File: src/rtl/intc_pkg.sv
package intc_pkg;
    // Register word addresses
    localparam logic [7:0] A_GLB      = 8'h00;
    localparam logic [7:0] A_EN_SET   = 8'h01;
    localparam logic [7:0] A_EN_CLR   = 8'h02;
    localparam logic [7:0] A_ST_ACK   = 8'h03;
    localparam logic [7:0] A_HOST_SET = 8'h04;
    localparam logic [7:0] A_HOST_CLR = 8'h05;
    localparam logic [7:0] A_HOST_EN  = 8'h06;
    localparam logic [7:0] A_EN_BULK  = 8'h08;
    localparam logic [7:0] A_ST_BULK  = 8'h0A;
    localparam logic [7:0] A_POL      = 8'h0C;
    localparam logic [7:0] A_TYP      = 8'h0E;
    localparam logic [7:0] A_MAP      = 8'h10;
    localparam logic [7:0] A_IDX      = 8'h20;

    localparam logic [31:0] IDX_NONE  = 32'h8000_0000;
endpackage

File: src/rtl/intc_src_bank.sv
module intc_src_bank #(
    parameter int N_SRC = 64
) (
    input  logic             clk,
    input  logic             rst_n,
    input  logic [N_SRC-1:0] src_i,
    input  logic [N_SRC-1:0] pol_i,
    input  logic [N_SRC-1:0] typ_i,
    input  logic [N_SRC-1:0] clr_i,
    output logic [N_SRC-1:0] stat_o
);
    typedef struct packed {
        logic [N_SRC-1:0] prev;
        logic [N_SRC-1:0] stat;
    } bank_t;

    bank_t            bank_q, bank_d;
    logic [N_SRC-1:0] hit;

    // Per-source trigger detection: kind bit selects edge or level,
    // sense bit selects rising/high or falling/low.
    for (genvar k = 0; k < N_SRC; k++) begin : g_src
        logic rise, fall;
        assign rise   = src_i[k] & ~bank_q.prev[k];
        assign fall   = ~src_i[k] & bank_q.prev[k];
        assign hit[k] = typ_i[k] ? (pol_i[k] ? rise : fall)
                                 : ~(src_i[k] ^ pol_i[k]);
    end

    always_comb begin
        bank_d      = bank_q;
        bank_d.prev = src_i;
        bank_d.stat = (bank_q.stat & ~clr_i) | hit;
    end

    always_ff @(posedge clk or negedge rst_n) begin
        if (!rst_n) bank_q <= '0;
        else        bank_q <= bank_d;
    end

    assign stat_o = bank_q.stat;

    // a status bit only becomes set when its trigger fired
    a_r2_no_spurious_set: assert property (@(posedge clk) disable iff (!rst_n)
        1'b1 |=> ((bank_q.stat & ~$past(bank_q.stat)) & ~$past(hit)) == '0);

    // an active level always leaves the status set
    a_r3_level_latches: assert property (@(posedge clk) disable iff (!rst_n)
        1'b1 |=> ($past(~typ_i & ~(src_i ^ pol_i)) & ~bank_q.stat) == '0);

    // a cleared source stays clear unless it re-triggered
    a_r5_clear_takes: assert property (@(posedge clk) disable iff (!rst_n)
        1'b1 |=> (bank_q.stat & $past(clr_i) & ~$past(hit)) == '0);
endmodule

File: src/rtl/intc_host_arb.sv
module intc_host_arb #(
    parameter int N_SRC = 64,
    parameter int CH_W  = 5,
    parameter int CH_LO = 0,
    parameter int CH_HI = 1
) (
    input  logic                           clk,
    input  logic                           rst_n,
    input  logic [N_SRC-1:0]               pend_i,
    input  logic [N_SRC-1:0][CH_W-1:0]     chan_i,
    output logic                           found_o,
    output logic [$clog2(N_SRC)-1:0]       win_o
);
    localparam int SW   = $clog2(N_SRC);
    localparam int N_CH = 1 << CH_W;
    localparam logic [N_CH-1:0] OWN_MASK =
        N_CH'(((64'd1 << (CH_HI + 1)) - 64'd1) & ~((64'd1 << CH_LO) - 64'd1));

    logic [CH_W-1:0] best_ch;

    // Ascending scan with strict compare: lowest channel, then lowest index.
    always_comb begin
        found_o = 1'b0;
        best_ch = '1;
        win_o   = '0;
        for (int s = 0; s < N_SRC; s++) begin
            if (pend_i[s] && OWN_MASK[chan_i[s]] &&
                (!found_o || chan_i[s] < best_ch)) begin
                found_o = 1'b1;
                best_ch = chan_i[s];
                win_o   = SW'(s);
            end
        end
    end

    // the reported winner is itself pending
    a_r8_win_pending: assert property (@(posedge clk) disable iff (!rst_n)
        found_o |-> pend_i[win_o]);

    // the reported winner sits on a channel owned by this host
    a_r9_win_in_range: assert property (@(posedge clk) disable iff (!rst_n)
        found_o |-> OWN_MASK[chan_i[win_o]]);
endmodule

File: src/rtl/prio_chan_intc.sv
module prio_chan_intc #(
    parameter int N_SRC     = 64,
    parameter int CH_W      = 5,
    parameter int N_FAST_CH = 2
) (
    input  logic             clk,
    input  logic             rst_n,
    input  logic [N_SRC-1:0] src_i,
    input  logic             bus_we_i,
    input  logic [7:0]       bus_addr_i,
    input  logic [31:0]      bus_wdata_i,
    output logic [31:0]      bus_rdata_o,
    output logic             fast_irq_o,
    output logic             norm_irq_o
);
    import intc_pkg::*;

    localparam int SW    = $clog2(N_SRC);
    localparam int NWORD = N_SRC / 32;
    localparam int NMAP  = N_SRC / 4;
    localparam int N_CH  = 1 << CH_W;

    typedef struct packed {
        logic                       glb;
        logic [1:0]                 hen;
        logic [N_SRC-1:0]           en;
        logic [N_SRC-1:0]           pol;
        logic [N_SRC-1:0]           typ;
        logic [N_SRC-1:0][CH_W-1:0] chan;
    } regs_t;

    regs_t            regs_q, regs_d;
    logic [N_SRC-1:0] clr_vec;
    logic [N_SRC-1:0] stat;
    logic [N_SRC-1:0] pend;
    logic [1:0]       found;
    logic [SW-1:0]    win [2];
    logic [31:0]      idx [2];
    logic [1:0]       host_act;

    // ---------------- next-state logic ----------------
    always_comb begin
        regs_d  = regs_q;
        clr_vec = '0;
        if (bus_we_i) begin
            case (bus_addr_i)
                A_GLB:      regs_d.glb = bus_wdata_i[0];
                A_EN_SET:   regs_d.en[bus_wdata_i[SW-1:0]] = 1'b1;
                A_EN_CLR:   regs_d.en[bus_wdata_i[SW-1:0]] = 1'b0;
                A_ST_ACK:   clr_vec[bus_wdata_i[SW-1:0]] = 1'b1;
                A_HOST_SET: regs_d.hen[bus_wdata_i[0]] = 1'b1;
                A_HOST_CLR: regs_d.hen[bus_wdata_i[0]] = 1'b0;
                default: ;
            endcase
            for (int w = 0; w < NWORD; w++) begin
                if (bus_addr_i == A_EN_BULK + 8'(w))
                    regs_d.en[32*w +: 32] = regs_q.en[32*w +: 32] & ~bus_wdata_i;
                if (bus_addr_i == A_ST_BULK + 8'(w))
                    clr_vec[32*w +: 32] = bus_wdata_i;
                if (bus_addr_i == A_POL + 8'(w))
                    regs_d.pol[32*w +: 32] = bus_wdata_i;
                if (bus_addr_i == A_TYP + 8'(w))
                    regs_d.typ[32*w +: 32] = bus_wdata_i;
            end
            for (int m = 0; m < NMAP; m++) begin
                if (bus_addr_i == A_MAP + 8'(m)) begin
                    for (int b = 0; b < 4; b++)
                        regs_d.chan[4*m + b] = bus_wdata_i[8*b +: CH_W];
                end
            end
        end
    end

    always_ff @(posedge clk or negedge rst_n) begin
        if (!rst_n) regs_q <= '0;
        else        regs_q <= regs_d;
    end

    // ---------------- status latches ----------------
    intc_src_bank #(.N_SRC(N_SRC)) u_bank (
        .clk    (clk),
        .rst_n  (rst_n),
        .src_i  (src_i),
        .pol_i  (regs_q.pol),
        .typ_i  (regs_q.typ),
        .clr_i  (clr_vec),
        .stat_o (stat)
    );

    assign pend = stat & regs_q.en;

    // ---------------- per-host resolution ----------------
    for (genvar h = 0; h < 2; h++) begin : g_host
        localparam int LO = (h == 0) ? 0 : N_FAST_CH;
        localparam int HI = (h == 0) ? N_FAST_CH - 1 : N_CH - 1;

        intc_host_arb #(
            .N_SRC (N_SRC),
            .CH_W  (CH_W),
            .CH_LO (LO),
            .CH_HI (HI)
        ) u_arb (
            .clk     (clk),
            .rst_n   (rst_n),
            .pend_i  (pend),
            .chan_i  (regs_q.chan),
            .found_o (found[h]),
            .win_o   (win[h])
        );

        assign idx[h]      = found[h] ? 32'(win[h]) : IDX_NONE;
        assign host_act[h] = regs_q.glb & regs_q.hen[h] & found[h];
    end

    assign fast_irq_o = host_act[0];
    assign norm_irq_o = host_act[1];

    // ---------------- read mux ----------------
    always_comb begin
        bus_rdata_o = '0;
        case (bus_addr_i)
            A_GLB:          bus_rdata_o = {31'b0, regs_q.glb};
            A_HOST_EN:      bus_rdata_o = {30'b0, regs_q.hen};
            A_IDX:          bus_rdata_o = idx[0];
            A_IDX + 8'd1:   bus_rdata_o = idx[1];
            default: ;
        endcase
        for (int w = 0; w < NWORD; w++) begin
            if (bus_addr_i == A_EN_BULK + 8'(w)) bus_rdata_o = regs_q.en[32*w +: 32];
            if (bus_addr_i == A_ST_BULK + 8'(w)) bus_rdata_o = stat[32*w +: 32];
            if (bus_addr_i == A_POL + 8'(w))     bus_rdata_o = regs_q.pol[32*w +: 32];
            if (bus_addr_i == A_TYP + 8'(w))     bus_rdata_o = regs_q.typ[32*w +: 32];
        end
        for (int m = 0; m < NMAP; m++) begin
            if (bus_addr_i == A_MAP + 8'(m)) begin
                for (int b = 0; b < 4; b++)
                    bus_rdata_o[8*b +: CH_W] = regs_q.chan[4*m + b];
            end
        end
    end

    // global enable low keeps both host lines low
    a_r10_glb_off: assert property (@(posedge clk) disable iff (!rst_n)
        !regs_q.glb |-> (!fast_irq_o && !norm_irq_o));

    // indexed enable-set reaches its source
    a_r4_en_set: assert property (@(posedge clk) disable iff (!rst_n)
        (bus_we_i && bus_addr_i == A_EN_SET) |=> regs_q.en[$past(bus_wdata_i[SW-1:0])]);

    // indexed enable-clear reaches its source
    a_r4_en_clr: assert property (@(posedge clk) disable iff (!rst_n)
        (bus_we_i && bus_addr_i == A_EN_CLR) |=> !regs_q.en[$past(bus_wdata_i[SW-1:0])]);

    // an active line implies a valid index on that host
    a_r11_idx_valid: assert property (@(posedge clk) disable iff (!rst_n)
        (fast_irq_o |-> !idx[0][31]) and (norm_irq_o |-> !idx[1][31]));
endmodule

File: config.mk
export PLATFORM = sky130hd
export DESIGN_NAME = prio_chan_intc
export DESIGN_NICKNAME = d
export VERILOG_FILES = /design/src/rtl/intc_pkg.sv /design/src/rtl/intc_src_bank.sv /design/src/rtl/intc_host_arb.sv /design/src/rtl/prio_chan_intc.sv
export SDC_FILE = /design/constraint.sdc
export NUM_CORES = 2
export LEC_CHECK = 0
export BUFFER_PORTS_ARGS = -buffer_cell sky130_fd_sc_hd__buf_2
export CORE_AREA = 3 3 498 402
export DETAILED_ROUTE_END_ITERATION = 6
export DIE_AREA = 0 0 501 405
export GPL_ROUTABILITY_DRIVEN = 0
export PLACE_DENSITY = 0.43
export SLEW_MARGIN = 0
export SYNTH_ARGS = -nofsm -noshare
export SYNTH_HDL_FRONTEND = slang
export SYNTH_SLANG_ARGS = --single-unit
File: constraint.sdc
create_clock -name clk -period 138.2 [get_ports clk]
set_clock_uncertainty 0.05 [all_clocks]
set_input_delay 27.64 -clock clk [delete_from_list [all_inputs] [get_ports clk]]
set_output_delay 27.64 -clock clk [all_outputs]
set_load 0.01 [all_outputs]
==> run summary <==
The number of cells traversed by the worst register-to-register path is 1, and the remaining routing DRC violations is 14. In this run the clock root is driven by a clkbuf_16. The clock-pin slew on the worst setup and hold paths is 70 ps, and the global-route wire length before repair is 445 mm. The number of filler instances in the final layout was 20,200; the vias after detailed routing was 61,200. The first-pass iteration count of the detailed router was 7; the total congestion overflow was 0. The number of hold violations in the final report is 0, and the sink count of the clock tree is 643. Of all nets on the critical path, the largest fanout is 13. The die height was 405 um; the average size of a mapped cell was 8.62 um^2.

Count of final setup violators: 0. The cell taking the most area after synthesis is dfrtp_1. The number of antenna violations at the first check in global routing is 55. The cell repeated most along the worst path is ha_1. STA classifies the critical path endpoint as a primary output.

The floorplan die area is 0.203 mm^2, and the post-DP HPWL is 243 mm. The run finished, with violations left. The slowest stage of the critical path belongs to the cell or4_1.

The cell count after synthesis came out at 6,788. The ratio of final minimum period to clock period is 95.8%, and the unique cell type count in the Yosys netlist is 195. The post-layout minimum cycle time was 132,420 ps. The start-to-end type of the worst setup path is reg -> out. The number of antenna-violating nets in the routed design was 0; the fraction of registers with async set/reset was 100%.

After the last flow step, the layout net total stands at 7,211. The number of vias per cell after detailed routing is 6.44. In the layout the commonest cells are dfrtp_1, nand2_1, nor2_1. In this run the number of H-tree levels came out at 3.

The clock passes through at most 3 buffers. For this block, the initial DRC count from the detailed router was 8,850. The total clock buffers created by CTS was 78.

The die is 501 um wide. The logs give 0.0161 mm^2 for the sequential cell area and 30.0% for the starting density of the core. Pin placement for this block handled 141 I/O pins. Share of the synthesized area in the top cell type: 27.5%. In this run, synthesis inferred 0 flip-flops with an integrated enable. Across all register-to-register paths, the minimum setup slack is 136,770 ps.

The critical path contains buffers and inverters numbering 30 combined. The worst relative slew slack is -11.2%. The share of the Yosys chip area taken by registers is 27.5%. The mean routed wirelength per cell was 34.1 um. For the worst setup path, the data arrival time is 104,730 ps. For this design, the CTS-stage hold fixing added 0 buffers. The fraction of final layout cells with drive strength greater than 1 is 23.2%, and the register bit total from synthesis is 643.

The run gives 0.195 mm^2 as the core area. Sorting the synthesized cells by area gives the leading types as dfrtp_1, mux2_2, ha_1, o21ai_0, nand2_1. The number of global-route vias before repair is 55,100. The number of pins exceeding their max-slew limit in the final report is 3. The global-route usage over all layers was 30.8%.

Counting every net in the synthesized netlist gives 7,155. The floorplan has 145 rows. OpenSTA, run right after detailed placement, puts the worst setup slack at -1860 ps. In this run the tool buffered the top-level ports with 140 buffer cells. The cell area that synthesis handed to floorplanning was 0.0585 mm^2. The type of origin of the critical path was a flip-flop. Counting instances, the worst hold path has a depth of 2.

TritonCTS built the clock tree. On the critical path the largest part of the delay comes from compound AO/OA/AOI/OAI gates. The tools report the combined area of the multi-input logic cells as 0.0399 mm^2. Class of the tightest hold or removal check: reg -> reg. The signed area change from the synthesized netlist to the final layout came out at 11.6%.

The final reports fail on design-rule violations, max-capacitance violations, max-slew violations. The later pin in the worst-skew pair is clocked with a latency of 750 ps. Highest achievable clock rate: 0.00755 GHz. The top flip-flop cell by instance count after synthesis is dfrtp_1. The tools report the overall routed net length as 325 mm. Entering global routing, the biggest net connects 149 pins. The tools report the startpoint of the worst register-to-register path as regs_q[271]. For the pin with the worst max-slew slack, the measured transition is 1670 ps. The delay of the slowest critical-path stage was 580 ps; the required time at the worst-slack endpoint was 110,510 ps. The most frequent standard cell in the layout excluding fill and tap cells is dfrtp_1.

The worst path meets setup with 5780 ps of slack. Yosys printed 0 warnings. The reported max-cap violation count came out at 1. The worst register-to-register path ends at regs_q[271].
-- metal layers --
layer	global-route usage, %	part of all wire, %	wire (um)	vias up
li1	-	-	-	25900
met1	44.0	43	139000	30800
met2	41.5	39	127000	3863
met3	9.38	12	40100	664
met4	14.5	5.4	17400	16
met5	0	0.12	402	-
-- worst min-delay path: cells and delay by family, from the launching register on --
kind,cells,cell delay (ps)
compound gates,2,160
flops,1,350
-- cell families after synthesis --
group	Yosys count	share of synthesized area, %
simple gates	2367	20.3
compound gates	2183	27.6
buf+inv	647	6.05
mux	645	12.3
flops	643	27.5
fa+ha+maj	275	5.82
xor+xnor	28	0.483
-- cell type report --
class | count | area share [%]
multi-input cells | 5499 | 61.0
clock buffers | 104 | 3.38
repair buffers | 338 | 3.39
inverters | 284 | 1.64
diodes | 30 | 0.115
flip-flops and latches | 643 | 24.6
well taps | 2572 | 4.93
clock inverters | 39 | 0.872
-- through the flow --
| stage | instances | instance area [um^2] | hold slack, ps | TNS (ps) | utilization [%] |
|---|---|---|---|---|---|
| after CTS | 9400 | 64000 | 487 | 0 | 32.8 |
| after global placement | 9253 | 61100 | 439 | 0 | 31.3 |
| after detailed placement | 9253 | 61100 | 468 | -9970 | 31.3 |
| after global routing | 9483 | 65200 | 525 | -4070 | 33.5 |
| after floorplan | 6788 | 58500 | 418 | 0 | - |
| final | 9509 | 65300 | 494 | 0 | 33.5 |
-- how the worst max path moves through the flow --
stage / start / slack, ps / endpoint / cells after the start
3_5_place_dp: regs_q[3] / -1860 / bus_rdata_o[1] / 485
2_1_floorplan: regs_q[3] / 13240 / bus_rdata_o[3] / 509
6_report: regs_q[1] / 5780 / bus_rdata_o[0] / 503
5_1_grt: regs_q[1] / -760 / bus_rdata_o[4] / 515
4_1_cts: regs_q[3] / 60 / bus_rdata_o[0] / 487
3_3_place_gp: regs_q[3] / 1130 / bus_rdata_o[1] / 488
-- timing repair --
item,CTS,global route
hold endpoints to repair,0,0
gates cloned,1,0
resized for setup,32,143
endpoints found under the setup margin,6,6
pin swaps,3,48
buffers inserted,3,79
-- synthesized netlist by cell type (all sizes together) (23+ instances only) --
| library cell | n |
|---|---|
| a2111oi | 33 |
| a211o | 55 |
| a211oi | 81 |
| a21boi | 24 |
| a21o | 69 |
| a21oi | 325 |
| a221oi | 82 |
| a222oi | 31 |
| a22o | 42 |
| a22oi | 143 |
| a31o | 24 |
| a31oi | 72 |
| and2 | 57 |
| and3 | 64 |
| buf | 73 |
| clkbuf | 271 |
| dfrtp | 643 |
| ha | 260 |
| inv | 281 |
| mux2 | 496 |
| mux2i | 149 |
| nand2 | 654 |
| nand2b | 40 |
| nand3 | 260 |
| nand3b | 26 |
| nand4 | 52 |
| nor2 | 607 |
| nor2b | 98 |
| nor3 | 136 |
| nor4 | 70 |
| o2111ai | 23 |
| o211ai | 76 |
| o21a | 75 |
| o21ai | 555 |
| o21bai | 30 |
| o22ai | 65 |
| o311ai | 82 |
| o31a | 36 |
| o31ai | 49 |
| or2 | 73 |
| or2b | 25 |
| or3 | 74 |
| or4 | 45 |
Power is left out: the tool's default activity adds up to more than one toggle a clock period on the data nets, which glitch-free logic cannot reach.
